==> config.mk <==
export PLATFORM = sky130hd
export DESIGN_NAME = tbt_timer
export DESIGN_NICKNAME = d
export VERILOG_FILES = /design/src/rtl/tbt_pkg.sv /design/src/rtl/tbt_sync.sv /design/src/rtl/tbt_timebase.sv /design/src/rtl/tbt_capture.sv /design/src/rtl/tbt_regs.sv /design/src/rtl/tbt_timer.sv
export SDC_FILE = /design/constraint.sdc
export NUM_CORES = 1
export LEC_CHECK = 0
export ABC_CLOCK_PERIOD_IN_PS = 3700
export BUFFER_PORTS_ARGS = -buffer_cell sky130_fd_sc_hd__buf_2
export CAP_MARGIN = 30
export CORE_MARGIN = 8
export CORE_UTILIZATION = 45
export CTS_CLUSTER_SIZE = 28
export DETAILED_ROUTE_END_ITERATION = 6
export PLACE_DENSITY_LB_ADDON = 0.05
export REMOVE_ABC_BUFFERS = 1
export SETUP_SLACK_MARGIN = 0.1
export SLEW_MARGIN = 20
export SYNTH_ARGS = -nofsm -noshare
export SYNTH_HDL_FRONTEND = slang
export SYNTH_SLANG_ARGS = --single-unit
==> constraint.sdc <==
create_clock -name clk -period 3.7 [get_ports clk]
set_clock_uncertainty 0.2 [all_clocks]
set_input_delay 0.185 -clock clk [delete_from_list [all_inputs] [get_ports clk]]
set_output_delay 0.185 -clock clk [all_outputs]
set_load 0.1 [all_outputs]
==> src/rtl/tbt_pkg.sv <==
package tbt_pkg;
  localparam int DATA_W = 8;
  localparam int ADDR_W = 2;

  localparam logic [ADDR_W-1:0] ADDR_CSR = 2'd0;
  localparam logic [ADDR_W-1:0] ADDR_CAP = 2'd1;

  // control/status bit positions
  localparam int BIT_CAPF = 6;
  localparam int BIT_SEL  = 5;
  localparam int BIT_EN   = 4;
  localparam int BIT_TBF  = 3;

  typedef struct packed {
    logic sel;
    logic en;
  } tbt_ctrl_t;
endpackage

==> src/rtl/tbt_sync.sv <==
module tbt_sync #(
  parameter int STAGES = 2
) (
  input  logic clk,
  input  logic rst_n,
  input  logic d_async,
  output logic q_sync
);
  logic [STAGES-1:0] chain;

  genvar g;
  generate
    for (g = 0; g < STAGES; g++) begin : g_stage
      if (g == 0) begin : g_first
        always_ff @(posedge clk or negedge rst_n)
          if (!rst_n) chain[0] <= 1'b0;
          else        chain[0] <= d_async;
      end else begin : g_rest
        always_ff @(posedge clk or negedge rst_n)
          if (!rst_n) chain[g] <= 1'b0;
          else        chain[g] <= chain[g-1];
      end
    end
  endgenerate

  assign q_sync = chain[STAGES-1];
endmodule

==> src/rtl/tbt_timebase.sv <==
module tbt_timebase #(
  parameter int PERIOD_SHORT = 8000,
  parameter int PERIOD_LONG  = 16000
) (
  input  logic clk,
  input  logic rst_n,
  input  logic sel,
  input  logic restart,
  output logic tick
);
  localparam int MAXP = (PERIOD_SHORT > PERIOD_LONG) ? PERIOD_SHORT : PERIOD_LONG;
  localparam int TB_W = (MAXP > 1) ? $clog2(MAXP) : 1;
  localparam logic [TB_W-1:0] SHORT_M1 = TB_W'(PERIOD_SHORT - 1);
  localparam logic [TB_W-1:0] LONG_M1  = TB_W'(PERIOD_LONG - 1);

  logic [TB_W-1:0] tb_cnt;
  logic [TB_W-1:0] last;

  assign last = sel ? LONG_M1 : SHORT_M1;
  assign tick = (tb_cnt == last) && !restart;

  always_ff @(posedge clk or negedge rst_n) begin
    if (!rst_n)                           tb_cnt <= '0;
    else if (restart || (tb_cnt == last)) tb_cnt <= '0;
    else                                  tb_cnt <= tb_cnt + 1'b1;
  end
endmodule

==> src/rtl/tbt_capture.sv <==
module tbt_capture #(
  parameter int CNT_W       = 8,
  parameter int SYNC_STAGES = 2
) (
  input  logic             clk,
  input  logic             rst_n,
  input  logic             pin,
  input  logic             lock,
  output logic             fire,
  output logic [CNT_W-1:0] cap_value
);
  logic             pin_s;
  logic             pin_d;
  logic [CNT_W-1:0] free_cnt;

  tbt_sync #(.STAGES(SYNC_STAGES)) u_sync (
    .clk     (clk),
    .rst_n   (rst_n),
    .d_async (pin),
    .q_sync  (pin_s)
  );

  // any level change between consecutive synchronised samples
  assign fire = (pin_s ^ pin_d) && !lock;

  always_ff @(posedge clk or negedge rst_n) begin
    if (!rst_n) begin
      pin_d     <= 1'b0;
      free_cnt  <= '0;
      cap_value <= '0;
    end else begin
      pin_d    <= pin_s;
      free_cnt <= free_cnt + 1'b1;
      if (fire) cap_value <= free_cnt;
    end
  end
endmodule

==> src/rtl/tbt_regs.sv <==
module tbt_regs
  import tbt_pkg::*;
(
  input  logic              clk,
  input  logic              rst_n,
  input  logic [ADDR_W-1:0] addr,
  input  logic              wr,
  input  logic [DATA_W-1:0] wdata,
  input  logic              rd,
  input  logic              tb_tick,
  input  logic              cap_fire,
  input  logic [DATA_W-1:0] cap_value,
  output logic [DATA_W-1:0] rdata,
  output tbt_ctrl_t         ctrl,
  output logic              tbf,
  output logic              capf,
  output logic              tb_restart,
  output logic              irq
);
  logic              csr_wr;
  logic              csr_rd;
  logic              cap_rd;
  logic [DATA_W-1:0] csr_view;
  logic [DATA_W-1:0] rd_mux;
  logic              unused_wdata;

  assign unused_wdata = ^wdata;
  assign csr_wr = wr && (addr == ADDR_CSR);
  assign csr_rd = rd && (addr == ADDR_CSR);
  assign cap_rd = rd && (addr == ADDR_CAP);
  assign tb_restart = csr_wr && (wdata[BIT_SEL] != ctrl.sel);

  always_comb begin
    csr_view           = '0;
    csr_view[BIT_CAPF] = capf;
    csr_view[BIT_SEL]  = ctrl.sel;
    csr_view[BIT_EN]   = ctrl.en;
    csr_view[BIT_TBF]  = tbf;
  end

  always_comb begin
    case (addr)
      ADDR_CSR: rd_mux = csr_view;
      ADDR_CAP: rd_mux = cap_value;
      default:  rd_mux = '0;
    endcase
  end

  always_ff @(posedge clk or negedge rst_n) begin
    if (!rst_n) begin
      ctrl  <= '0;
      tbf   <= 1'b0;
      capf  <= 1'b0;
      rdata <= '0;
    end else begin
      if (csr_wr) begin
        ctrl.sel <= wdata[BIT_SEL];
        ctrl.en  <= wdata[BIT_EN];
      end
      // a set in the same cycle as the clearing read takes priority
      if (tb_tick)     tbf <= 1'b1;
      else if (csr_rd) tbf <= 1'b0;
      if (cap_fire)    capf <= 1'b1;
      else if (cap_rd) capf <= 1'b0;
      if (rd) rdata <= rd_mux;
    end
  end

  assign irq = capf || (tbf && ctrl.en);
endmodule

==> src/rtl/tbt_timer.sv <==
module tbt_timer
  import tbt_pkg::*;
#(
  parameter int PERIOD_SHORT = 8000,
  parameter int PERIOD_LONG  = 16000,
  parameter int SYNC_STAGES  = 2
) (
  input  logic              clk,
  input  logic              rst_n,
  input  logic [ADDR_W-1:0] bus_addr,
  input  logic              bus_wr,
  input  logic [DATA_W-1:0] bus_wdata,
  input  logic              bus_rd,
  output logic [DATA_W-1:0] bus_rdata,
  input  logic              cap_pin,
  output logic              irq
);
  tbt_ctrl_t         ctrl;
  logic              tbf;
  logic              capf;
  logic              tb_tick;
  logic              tb_restart;
  logic              cap_fire;
  logic [DATA_W-1:0] cap_value;

  tbt_timebase #(
    .PERIOD_SHORT (PERIOD_SHORT),
    .PERIOD_LONG  (PERIOD_LONG)
  ) u_timebase (
    .clk     (clk),
    .rst_n   (rst_n),
    .sel     (ctrl.sel),
    .restart (tb_restart),
    .tick    (tb_tick)
  );

  tbt_capture #(
    .CNT_W       (DATA_W),
    .SYNC_STAGES (SYNC_STAGES)
  ) u_capture (
    .clk       (clk),
    .rst_n     (rst_n),
    .pin       (cap_pin),
    .lock      (capf),
    .fire      (cap_fire),
    .cap_value (cap_value)
  );

  tbt_regs u_regs (
    .clk        (clk),
    .rst_n      (rst_n),
    .addr       (bus_addr),
    .wr         (bus_wr),
    .wdata      (bus_wdata),
    .rd         (bus_rd),
    .tb_tick    (tb_tick),
    .cap_fire   (cap_fire),
    .cap_value  (cap_value),
    .rdata      (bus_rdata),
    .ctrl       (ctrl),
    .tbf        (tbf),
    .capf       (capf),
    .tb_restart (tb_restart),
    .irq        (irq)
  );
endmodule

## Word-level counts from Yosys, hierarchy flattened

Index checks and enable logic that the tools add are counted.

- $add $sub $neg: 2
- Equal/unequal tests: 3
- Multiplexer cells: 7
- Bitwise gates (word level): 1
- Reductions and logical operators: 14

Operators with widths:

| operator | count |
|---|---|
| 14-bit two-way mux | 2 |
| 8-bit case mux with 2 select lines | 1 |
| 14-bit by 1-bit adder with 14-bit output (second input constant) | 1 |
| 14-bit equality test | 1 |
| 8-bit by 1-bit adder with 8-bit output (second input constant) | 1 |
| 1-bit logical AND | 7 |
| 1-bit two-way mux | 4 |
| 2-bit nonzero test | 2 |
| 2-bit by 1-bit equality test with 1-bit output (second input constant) | 1 |
| 1-bit logical NOT | 2 |
| 2-bit logical NOT | 1 |
| 1-bit logical OR | 2 |
| 1-bit != test | 1 |
| 1-bit bitwise XOR | 1 |

- Flip-flop bits (word level): 45
- Output and inout port bits: 9
- Logic and storage cells: 38

## Longest topological paths before layout

Gate-level depths: netlist (run 1).

- Depth in word-level cells: 6
- Mapped depth: 6
- Mapped depth without buffers: 4

## Cells and area by module

From an unflattened synthesis (run 1), not the netlist that was laid out.

- Cells, all modules: 165
- Area, all modules: 1968.1 um^2

Modules (own cells, without submodules):

| module | instances | cells each | area each (um^2) | sequential area each (um^2) |
|---|---|---|---|---|
| tbt_timebase | 1 | 70 | 718.2 | 350.3 |
| tbt_capture | 1 | 43 | 646.9 | 425.4 |
| tbt_regs | 1 | 50 | 553.0 | 300.3 |
| tbt_sync | 1 | 2 | 50.0 | 50.0 |

## Worst setup path after synthesis (run 1)

No wires, ideal clock.

- Path type: reg-to-reg
- From: reg u_timebase.tb_cnt[6]
- To: reg u_timebase.tb_cnt[11]
- Setup time: 119 ps
- Arrival time: 1465 ps
- Required time: 3381 ps
- Slack: 1917 ps
- Cell stages (with the launch flop): 7
- Cell sequence: dfrtp_1 > buf_2 > nor4b_4 > a31oi_4 > o41ai_4 > buf_6 > nor2_1

- Cells in the longest elaborated chain, start to end: 3
- Elaborated cells between the ends (all ways): 4
- Those cells by class: add/sub: 1; eq/ne: 1; mux: 1; reduce/logical: 1

RTL lines:

| item | RTL line | RTL |
|---|---|---|
| start: declaration | tbt_timebase.sv:16 | `logic [TB_W-1:0] tb_cnt;` |
| start signal: assignment | tbt_timebase.sv:25 | `else tb_cnt <= tb_cnt + 1'b1;` |
| branches (longest 2 deep; another with 14-bit by 1-bit adder with 14-bit output) | n/a |  |
| 14-bit two-way mux (*) | tbt_timebase.sv:24 | `else if (restart \|\| (tb_cnt == last)) tb_cnt <= '0;` |

Mark *: on every way between the ends.
A chain may end at the register's enable or synchronous reset.

## Final worst setup path (run 1)

- From: reg u_timebase.tb_cnt[0]
- To: reg u_timebase.tb_cnt[6]

The elaborated chain is that of the path after synthesis.

==> key figures, run 1 <==
Run status
  • Status: finished, final reports clean

Power
  • Clock power frac: 21.9%
  • Switching Share: 36.1%
  • Cell Int Power: 825 uW
  • Maximum VDD drop: 291 uV
  • Sequential share of power: 51.1%
  • Combinational share of power: 27.0%
  • P_sw: 467 uW
  • Pwr Density: 580 nW/um^2
  • Lkg Pwr: 1.05 nW

CTS
  • CTS buffer count: 5
  • H-Tree Depth: 2
  • Clk_lat worst skew: 290 ps
  • Clock root buffer: clkbuf_8
  • Cts hold-fix bufs: 4
  • Maximum clock path buffer count: 2
  • Clock sinks: 45
  • Post-CTS sizing: 0
  • Post CTS Setup Buffer Count: 0
  • Clock-pin transition on the worst setup and hold timing paths: 80 ps
  • CTS tree: built

Placement
  • Pre-CTS WS: 1530 ps
  • PortBufs: 17
  • Gpl congestion: 0.792
  • Placed wire-length estimate: 2350 um

Route
  • Vias: 1206
  • Drt pass-1 iters: 4
  • Post-DRT Antenna Nets: 0
  • Total Wirelength: 3360 um
  • Post-route DRC: 0
  • Via density: 5.05
  • Avg WL per Cell: 14.1 um
  • Initial DRC Count: 61

Floorplanning
  • Die area: 6730 um^2
  • Width of the die: 82.0 um
  • # rows: 24
  • # IOs: 24
  • Core ar.: 4260 um^2
  • Die Y: 82.0 um
  • Starting Density: 46.0%

Critical path
  • Critical Path Source Type: flop
  • Req. time, crit path: 3650 ps
  • CP Capture Type: flop
  • Crit Path Max Fanout: 14
  • Critical path arrival: 2090 ps
  • Worst Setup Path Type: flop to flop

STA
  • Tcrit/Tclk final: 58.0%
  • RSZ-0062 raised after global routing: no
  • Final setup fails: 0
  • Pins Over Slew Limit: 0
  • Final hold vios: 0
  • Minimum hold slack: 30.7 ps
  • Worst Tran Pin Value: 783 ps
  • Max_slew headroom: 47.6%
  • Fmax: 466 MHz
  • Minimum clock period: 2150 ps
  • Slack of the critical path: 1550 ps
  • Total negative slack: 0 ps

Synth
  • Post-synth top area share: 57.4%
  • Cell count after synthesis: 161
  • Synth top area cells: dfrtp_1, mux2_2, xnor2_1
  • Synth area leader: dfrtp_1
  • Sequential area share after synthesis: 57.4%
  • Cell variety after synth: 32
  • Seq cells post-synth: 45
  • Mapped Avg Cell Area: 12.2 um^2
  • Ys flop type: dfrtp_1
  • Number of flops mapped to enable cells by yosys: 0
  • Synth Cell Area: 1960 um^2
  • Syn. warnings: 0
  • Async SR Flop Fraction: 100%

Layout
  • Synth-to-Final Area Change: 13.6%
  • Util after Layout: 52.3%
  • Sequential cell area: 1130 um^2
  • Fill count: 383
  • Area of the multi-input gates: 782 um^2
  • Nets: 203
  • Antenna cells: 0
  • Fraction of layout cells with a size suffix above 1: 20.9%

Global routing
  • Vias in the first global route: 1214
  • Initial antenna violation count: 0
  • Largest net degree at the start of global routing: 46
  • Overflow after GRT: 0
  • First-pass GRT wire length: 5810 um
  • Tot GR Track Use: 11.3%

Job
  • Max Cap Violations: 0

Min path
  • Hold Crit Class: primary input to flop
==> through the flow <==
step / power (mW) / std cells / cell area (um^2)
6_report: 1.29 / 239 / 2230
2_1_floorplan: 0.931 / 157 / 1940
5_1_grt: 1.37 / 239 / 2230
3_3_place_gp: 1.01 / 226 / 2090
4_1_cts: 1.31 / 238 / 2210
3_5_place_dp: 1.02 / 226 / 2090
==> cell usage after synthesis (2+ instances only) <==
cell type and count:
and3_1 4, clkbuf_1 2, dfrtp_1 45, ha_1 2
inv_1 8, mux2_2 10, mux2i_1 4, nand2_1 8
nand2b_1 2, nand3_1 7, nand4_1 6, nor2_1 16
nor4_1 3, o21ai_0 2, o22ai_1 5, o2bb2ai_1 3
xnor2_1 10, xor2_1 10
==> cells in the final DEF (no fill, tap or decap), types with 2 or more instances in the layout <==
master         synthesis  layout
mux2i_1                4       4
o2bb2ai_1              3       3
clkbuf_1               2       3
ha_1                   2       2
nor2_1                16      16
nand2_1                8       8
nor4_1                 3       3
nand2b_1               2       2
mux2_2                10      10
and3_1                 4       4
o22ai_1                5       5
xnor2_1               10      10
clkbuf_8               0       5
nand3_1                7       7
dlygate4sd3_1          0       4
buf_2                  1      17
dfrtp_1               45      45
o21ai_0                2       2
inv_1                  8       8
xor2_1                10      10
nand4_1                6       6
==> final cells by class <==
class                           instances  share of cell area [%]
Sequential cell                        45                    50.5
Multi-Input combinational cell        104                    35.1
Timing Repair Buffer                   22                    6.51
Clock buffer                            8                    3.59
Tap cell                               52                    2.92
Inverter                                8                    1.35
==> per-layer routing <==
layer  share of wire [%]  routed length (um)  track usage [%]  up-vias
met5                   0                   0                0        -
met4                 1.7                  58             6.14        0
met3                 5.6                 187             3.28        9
met2                  39                1320             14.8       19
met1                  54                1800             16.2      575
li1                    -                   -                -      603
==> critical path, stage by stage (launching register included) <==
cell and delay [ps]:
dfrtp_1 430, ha_1 360, nand2_4 110, o41ai_4 760, nor2_1 140
==> power groups by stage <==
stage                     clock, mW  combinational (mW)  sequential [mW]
after detailed placement          0               0.346            0.669
after CTS                     0.296               0.352            0.659
after global routing          0.317               0.379            0.672
after floorplan                   0               0.199            0.732
after global placement            0               0.344            0.663
final                         0.282               0.350            0.660
==> logic make-up after synthesis <==
logic type      Yosys count  synth area share (%)
buf+inv                  12                  2.74
fa+ha+maj                 2                  1.28
mux                      14                  7.78
xor+xnor                 20                  8.93
compound gates           14                  6.76
simple gates             54                  15.1
flops                    45                  57.4
==> path summary, 6_finish.rpt <==
check                                               start                      end  slack [ps]  cells after the start
worst min-delay path                               bus_rd          u_regs.rdata[7]          30                      3
max in group asynchronous                           rst_n    u_capture.free_cnt[7]        2660                      3
min in group asynchronous                           rst_n     u_timebase.tb_cnt[7]         160                      2
worst max register to register       u_timebase.tb_cnt[0]     u_timebase.tb_cnt[6]        1550                      4
worst max-delay path                 u_timebase.tb_cnt[0]     u_timebase.tb_cnt[6]        1550                      4
worst min register to register  u_capture.u_sync.chain[0]  u_capture.u_sync.q_sync         170                      0
==> state kept, by name, indices dropped and copies added (netlist names) <==
name                     count
u_capture.free_cnt           8
u_regs.rdata                 8
u_capture.u_sync.q_sync      1
u_regs.capf                  1
u_timebase.tb_cnt           14
u_capture.cap_value          8
u_capture.u_sync.chain       1
u_capture.pin_d              1
u_regs.ctrl                  2
u_regs.tbf                   1
Power figures use the tool's default switching activity.
==> run 2: changes to the inputs <==
- ABC_CLOCK_PERIOD_IN_PS: 3700 -> 1800
- clock period: 3.7 -> 1.8 ns (I/O delays scaled with it)
==> key figures, run 2 (synthesis results as in run 1) <==
Route
  • Total Wirelength: 3610 um (+7.2%)
  • Vias: 1267 (+5.1%)
  • Post-route DRC: 0 (unchanged)
  • Post-DRT Antenna Nets: 0 (unchanged)
  • Initial DRC Count: 38 (-38%)
  • Via density: 5.01 (-0.76%)
  • Drt pass-1 iters: 4 (unchanged)
  • Avg WL per Cell: 14.3 um (+1.3%)

Floorplanning
  • Die Y: 82.0 um (unchanged)
  • # rows: 24 (unchanged)
  • Starting Density: 46.0% (unchanged)
  • Width of the die: 82.0 um (unchanged)
  • Die area: 6730 um^2 (unchanged)
  • # IOs: 24 (unchanged)
  • Core ar.: 4260 um^2 (unchanged)

Power
  • Sequential share of power: 47.7% (-3.4 points)
  • Pwr Density: 1180 nW/um^2 (+100%)
  • Cell Int Power: 1.77 mW (+110%)
  • Lkg Pwr: 1.11 nW (+5.7%)
  • Switching Share: 35.8% (-0.32 points)
  • Clock power frac: 21.3% (-0.6 points)
  • P_sw: 987 uW (+110%)
  • Maximum VDD drop: 690 uV (+140%)
  • Combinational share of power: 31.0% (+4.0 points)

CTS
  • Maximum clock path buffer count: 2 (unchanged)
  • Clock root buffer: clkbuf_8
  • H-Tree Depth: 2 (unchanged)
  • CTS buffer count: 5 (unchanged)
  • Clk_lat worst skew: 290 ps (about the same)
  • CTS tree: built
  • Clock sinks: 45 (unchanged)
  • Clock-pin transition on the worst setup and hold timing paths: 80 ps (about the same)

Layout
  • Nets: 217 (+6.9%)
  • Max reg flops: 14 (unchanged)
  • Synth-to-Final Area Change: 19.1%
  • Commonest non-fill, non-tap cell in the layout: dfrtp_1
  • Antenna cells: 0 (unchanged)
  • Biggest register: u_timebase.tb_cnt
  • Fill count: 381 (-0.52%)
  • Commonest cells after routing, fill and taps aside: dfrtp_1, buf_2, nor2_1
  • Non-filler instance count after layout: 253 (+5.9%)
  • Fraction of layout cells with a size suffix above 1: 26.9% (+6.0 points)

STA
  • Final hold vios: 0 (unchanged)
  • Fmax: 578 MHz (+24%)
  • Worst Tran Pin Value: 492 ps (-291 ps)
  • Max_slew headroom: 67.4% (+20 points)
  • RSZ-0062 raised after global routing: yes
  • Total negative slack: 0 ps (unchanged)
  • Pins Over Slew Limit: 0 (unchanged)
  • Minimum clock period: 1730 ps (-418 ps)
  • Final setup fails: 0 (unchanged)
  • Tcrit/Tclk final: 96.1% (+38 points)

Critical path
  • Critical Path Source Type: flop
  • R2R Path Start: u_regs.ctrl[1]
  • Req. time, crit path: 1780 ps (-1870 ps)
  • Worst Setup Path Type: flop to flop
  • Start point of the critical path: u_regs.ctrl[1]
  • CP Capture Type: flop
  • Crit Path Max Fanout: 11 (-3)
  • Critical path arrival: 1710 ps (-380 ps)

Global routing
  • GR Util met3: 3.94% (+0.66 points)
  • Initial antenna violation count: 0 (unchanged)
  • Overflow after GRT: 0 (unchanged)
  • GRT Max-Usage Layer: met2
  • First-pass GRT wire length: 6340 um (+9.2%)
  • Largest net degree at the start of global routing: 22 (-52%)
  • Met2 Track Usage GR: 17.7% (+2.9 points)
  • Vias in the first global route: 1359 (+12%)
  • Tot GR Track Use: 12.2% (+0.93 points)
  • Met1 GRT Util: 16.5% (+0.31 points)

Placement
  • Placed wire-length estimate: 2670 um (+13%)
  • PortBufs: 17 (unchanged)
  • Gpl congestion: 0.772 (-2.6%)
  • Cells after DPL: 239 (+5.8%)

Min path
  • Hold Crit Class: primary input to flop
  • Worst Hold Launch: bus_addr[0]

Run status
  • Status: finished, final reports clean

Job
  • Max Cap Violations: 0 (unchanged)
## run 2: cell count changes in the layout (fill, tap and decap cells not counted)
cell | previous run | this run
buf_12 | 1 | 0
buf_4 | 0 | 12
buf_6 | 0 | 1
dfrtp_1 | 45 | 44
dfrtp_2 | 0 | 1
dlygate4sd3_1 | 4 | 6
nor2_1 | 16 | 14
nor2_2 | 0 | 2
## run 2: routing by layer
layer,vias to the layer above,wire (um)
met5,-,0
met4,0,41
met3,4,235
met2,32,1540
met1,598,1790
li1,633,-
## run 2: cell type report
type / count / area, um^2 / share of cell area, %
flip-flops and latches: 45 / 1130 / 48.3
multi-input cells: 104 / 787 / 33.7
repair buffers: 36 / 246 / 10.6
clock buffers: 8 / 80.1 / 3.43
well taps: 52 / 65.1 / 2.79
inverters: 8 / 30.0 / 1.29
## run 2: repair_timing
item,in CTS,in global routing
resized for setup,1,3
endpoints found under the setup margin,11,14
endpoints found under the hold margin,56,0
setup buffers,0,0
hold buffers,6,0
pin swaps,0,3
gates cloned,0,0
## run 2: through the flow
step	cell area, um^2	setup slack (ps)	power, mW	utilization (%)	hold WS, ps
2_1_floorplan	1940	-47.5	1.91	-	-406
3_3_place_gp	2190	77.1	2.16	51.3	-133
3_5_place_dp	2190	34.1	2.18	51.3	-123
4_1_cts	2330	60.1	2.79	54.6	3.80
5_1_grt	2340	-7.29	2.92	54.8	47.7
6_report	2340	71.0	2.75	54.8	21.7
## run 2: critical path, cell delays in order, from the launching register on
cell and delay, ps:
dfrtp_1 420, nor4b_4 340, a31oi_4 70, o41ai_4 330, buf_6 190, nor2_1 60
## run 2: power by group through the flow
stage / Sequential [mW] / Combinational, mW / Clock, mW
floorplan: 1.50 / 0.409 / 0
global route: 1.33 / 0.928 / 0.662
global placement: 1.33 / 0.830 / 0
detailed placement: 1.33 / 0.841 / 0
finish: 1.31 / 0.855 / 0.586
CTS: 1.31 / 0.859 / 0.614
## run 2: final timing paths
kind,to,slack (ps),depth (start not counted)
max,u_timebase.tb_cnt[3],70,5
min,u_regs.rdata[5],20,3
max reg2reg,u_timebase.tb_cnt[3],70,5
min reg2reg,u_capture.u_sync.q_sync,160,0
max in group asynchronous,u_timebase.tb_cnt[8],740,3
min in group asynchronous,u_timebase.tb_cnt[10],90,2
==> run 3: changes to the inputs <==
- CTS_BUF_LIST: not set -> sky130_fd_sc_hd__clkbuf_16
==> key figures, run 3 (synthesis results as in run 1) <==
Global routing
  • Tot GR Track Use: 12.4% (+0.16 points)
  • Overflow after GRT: 0 (unchanged)
  • First-pass GRT wire length: 6380 um (+0.54%)
  • Vias in the first global route: 1370 (+0.81%)
  • Initial antenna violation count: 0 (unchanged)
  • Largest net degree at the start of global routing: 22 (unchanged)

STA
  • Slack of the critical path: 74.3 ps (+3.36 ps)
  • Tcrit/Tclk final: 95.9% (-0.19 points)
  • Minimum clock period: 1730 ps (-3.36 ps)
  • Max_slew headroom: 67.4% (about the same)
  • RSZ-0062 raised after global routing: yes
  • Fmax: 579 MHz (+0.19%)
  • Pins Over Slew Limit: 0 (unchanged)
  • Worst Tran Pin Value: 492 ps (-0.000834 ps)
  • Final setup fails: 0 (unchanged)
  • Total negative slack: 0 ps (unchanged)
  • Final hold vios: 0 (unchanged)

Power
  • Power, Total: 3.00 mW (+8.9%)
  • Maximum VDD drop: 686 uV (-0.65%)
  • Pwr Density: 1250 nW/um^2 (+6.4%)
  • Lkg Pwr: 1.15 nW (+3.4%)

Layout
  • Synth-to-Final Area Change: 21.9%
  • Commonest non-fill, non-tap cell in the layout: dfrtp_1
  • Max reg flops: 14 (unchanged)
  • Util after Layout: 56.1% (+1.3 points)
  • Fraction of layout cells with a size suffix above 1: 26.9% (unchanged)
  • Nets: 217 (unchanged)
  • Fill count: 372 (-2.4%)
  • Non-filler instance count after layout: 253 (unchanged)
  • Commonest cells after routing, fill and taps aside: dfrtp_1, buf_2, nor2_1
  • Biggest register: u_timebase.tb_cnt
  • Antenna cells: 0 (unchanged)

Critical path
  • Critical path arrival: 1690 ps (-20 ps)
  • Req. time, crit path: 1760 ps (-20 ps)
  • Critical Path Source Type: flop
  • Crit Path Max Fanout: 11 (unchanged)
  • Worst Setup Path Type: flop to flop
  • CP Capture Type: flop

Floorplanning
  • Starting Density: 46.0% (unchanged)
  • # IOs: 24 (unchanged)
  • Core ar.: 4260 um^2 (unchanged)
  • # rows: 24 (unchanged)
  • Die Y: 82.0 um (unchanged)
  • Die area: 6730 um^2 (unchanged)
  • Width of the die: 82.0 um (unchanged)

Route
  • Post-DRT Antenna Nets: 0 (unchanged)
  • Post-route DRC: 0 (unchanged)
  • Drt pass-1 iters: 4 (unchanged)
  • Vias: 1281 (+1.1%)
  • Initial DRC Count: 42 (+11%)
  • Total Wirelength: 3610 um (+0.11%)
  • Avg WL per Cell: 14.3 um (+0.11%)
  • Via density: 5.06 (+1.1%)

Placement
  • Cells after DPL: 239 (unchanged)
  • Placed wire-length estimate: 2670 um (unchanged)
  • Gpl congestion: 0.772 (unchanged)
  • PortBufs: 17 (unchanged)
  • Pre-CTS WS: 34.1 ps (unchanged)

CTS
  • Post CTS Setup Buffer Count: 0 (unchanged)
  • Clock-pin transition on the worst setup and hold timing paths: 60 ps (-20 ps)
  • H-Tree Depth: 2 (unchanged)
  • CTS tree: built
  • Clock root buffer: clkbuf_16
  • Maximum clock path buffer count: 2 (unchanged)
  • CTS buffer count: 5 (unchanged)
  • Clock sinks: 45 (unchanged)
  • Clk_lat worst skew: 280 ps (about the same)

Job
  • Max Cap Violations: 0 (unchanged)

Run status
  • Status: finished, final reports clean

Min path
  • Hold Crit Class: primary input to flop
run 3: changes by cell type in the layout (fill, tap and decap cells not counted), sizes merged:
| cell | delta |
|---|---|
| clkbuf | -3 |
| inv | +3 |
run 3: repair_timing:
| action | in CTS | in global routing |
|---|---|---|
| pin swaps | 0 | 3 |
| endpoints found under the hold margin | 41 | 0 |
| hold buffers | 6 | 0 |
| setup endpoints to repair | 11 | 14 |
| gates cloned | 0 | 0 |
| gates resized for setup | 1 | 3 |
run 3: layout make-up:
cell class                      count  area, um^2  area share, %
Clock buffer                        5         125           5.23
Clock inverter                      3        11.3          0.471
Inverter                            8        30.0           1.26
Multi-Input combinational cell    104         787           32.9
Sequential cell                    45        1130           47.1
Tap cell                           52        65.1           2.72
Timing Repair Buffer               36         246           10.3
run 3: path summary, 6_finish.rpt:
kind                                            from                       to  slack (ps)  depth (start not counted)
setup / recovery                      u_regs.ctrl[1]     u_timebase.tb_cnt[4]          70                          5
hold / removal                           bus_addr[0]          u_regs.rdata[5]          40                          3
setup reg to reg                      u_regs.ctrl[1]     u_timebase.tb_cnt[4]          70                          5
hold reg to reg            u_capture.u_sync.chain[0]  u_capture.u_sync.q_sync         160                          0
max in group asynchronous                      rst_n     u_timebase.tb_cnt[8]         720                          3
min in group asynchronous                      rst_n    u_timebase.tb_cnt[10]         110                          2
run 3: critical path, stage by stage, from the launching register on:
cell     delay [ps]
dfrtp_1         420
nor4b_4         340
a31oi_4          70
o41ai_4         330
buf_6           190
nor2_1           60
run 3: report_power, final:
group	switching [mW]	total [mW]	internal (mW)
Clock	0.332	0.831	0.498
Combinational	0.546	0.853	0.307
Sequential	0.129	1.32	1.19
run 3: stage by stage:
| step | hold WS (ps) | area [um^2] |
|---|---|---|
| after floorplan | -406 | 1940 |
| after global placement | -133 | 2190 |
| after detailed placement | -123 | 2190 |
| after CTS | 26.1 | 2390 |
| after global routing | 69.3 | 2390 |
| final | 38.2 | 2390 |
run 3: routing by layer:
layer / track usage (%) / part of all wire (%) / vias to the layer above
met4: 4.91 / 1.0 / 0
met5: 0 / 0 / -
met1: 16.6 / 48 / 602
met3: 4.27 / 7.3 / 4
met2: 17.9 / 43 / 38
li1: - / - / 637
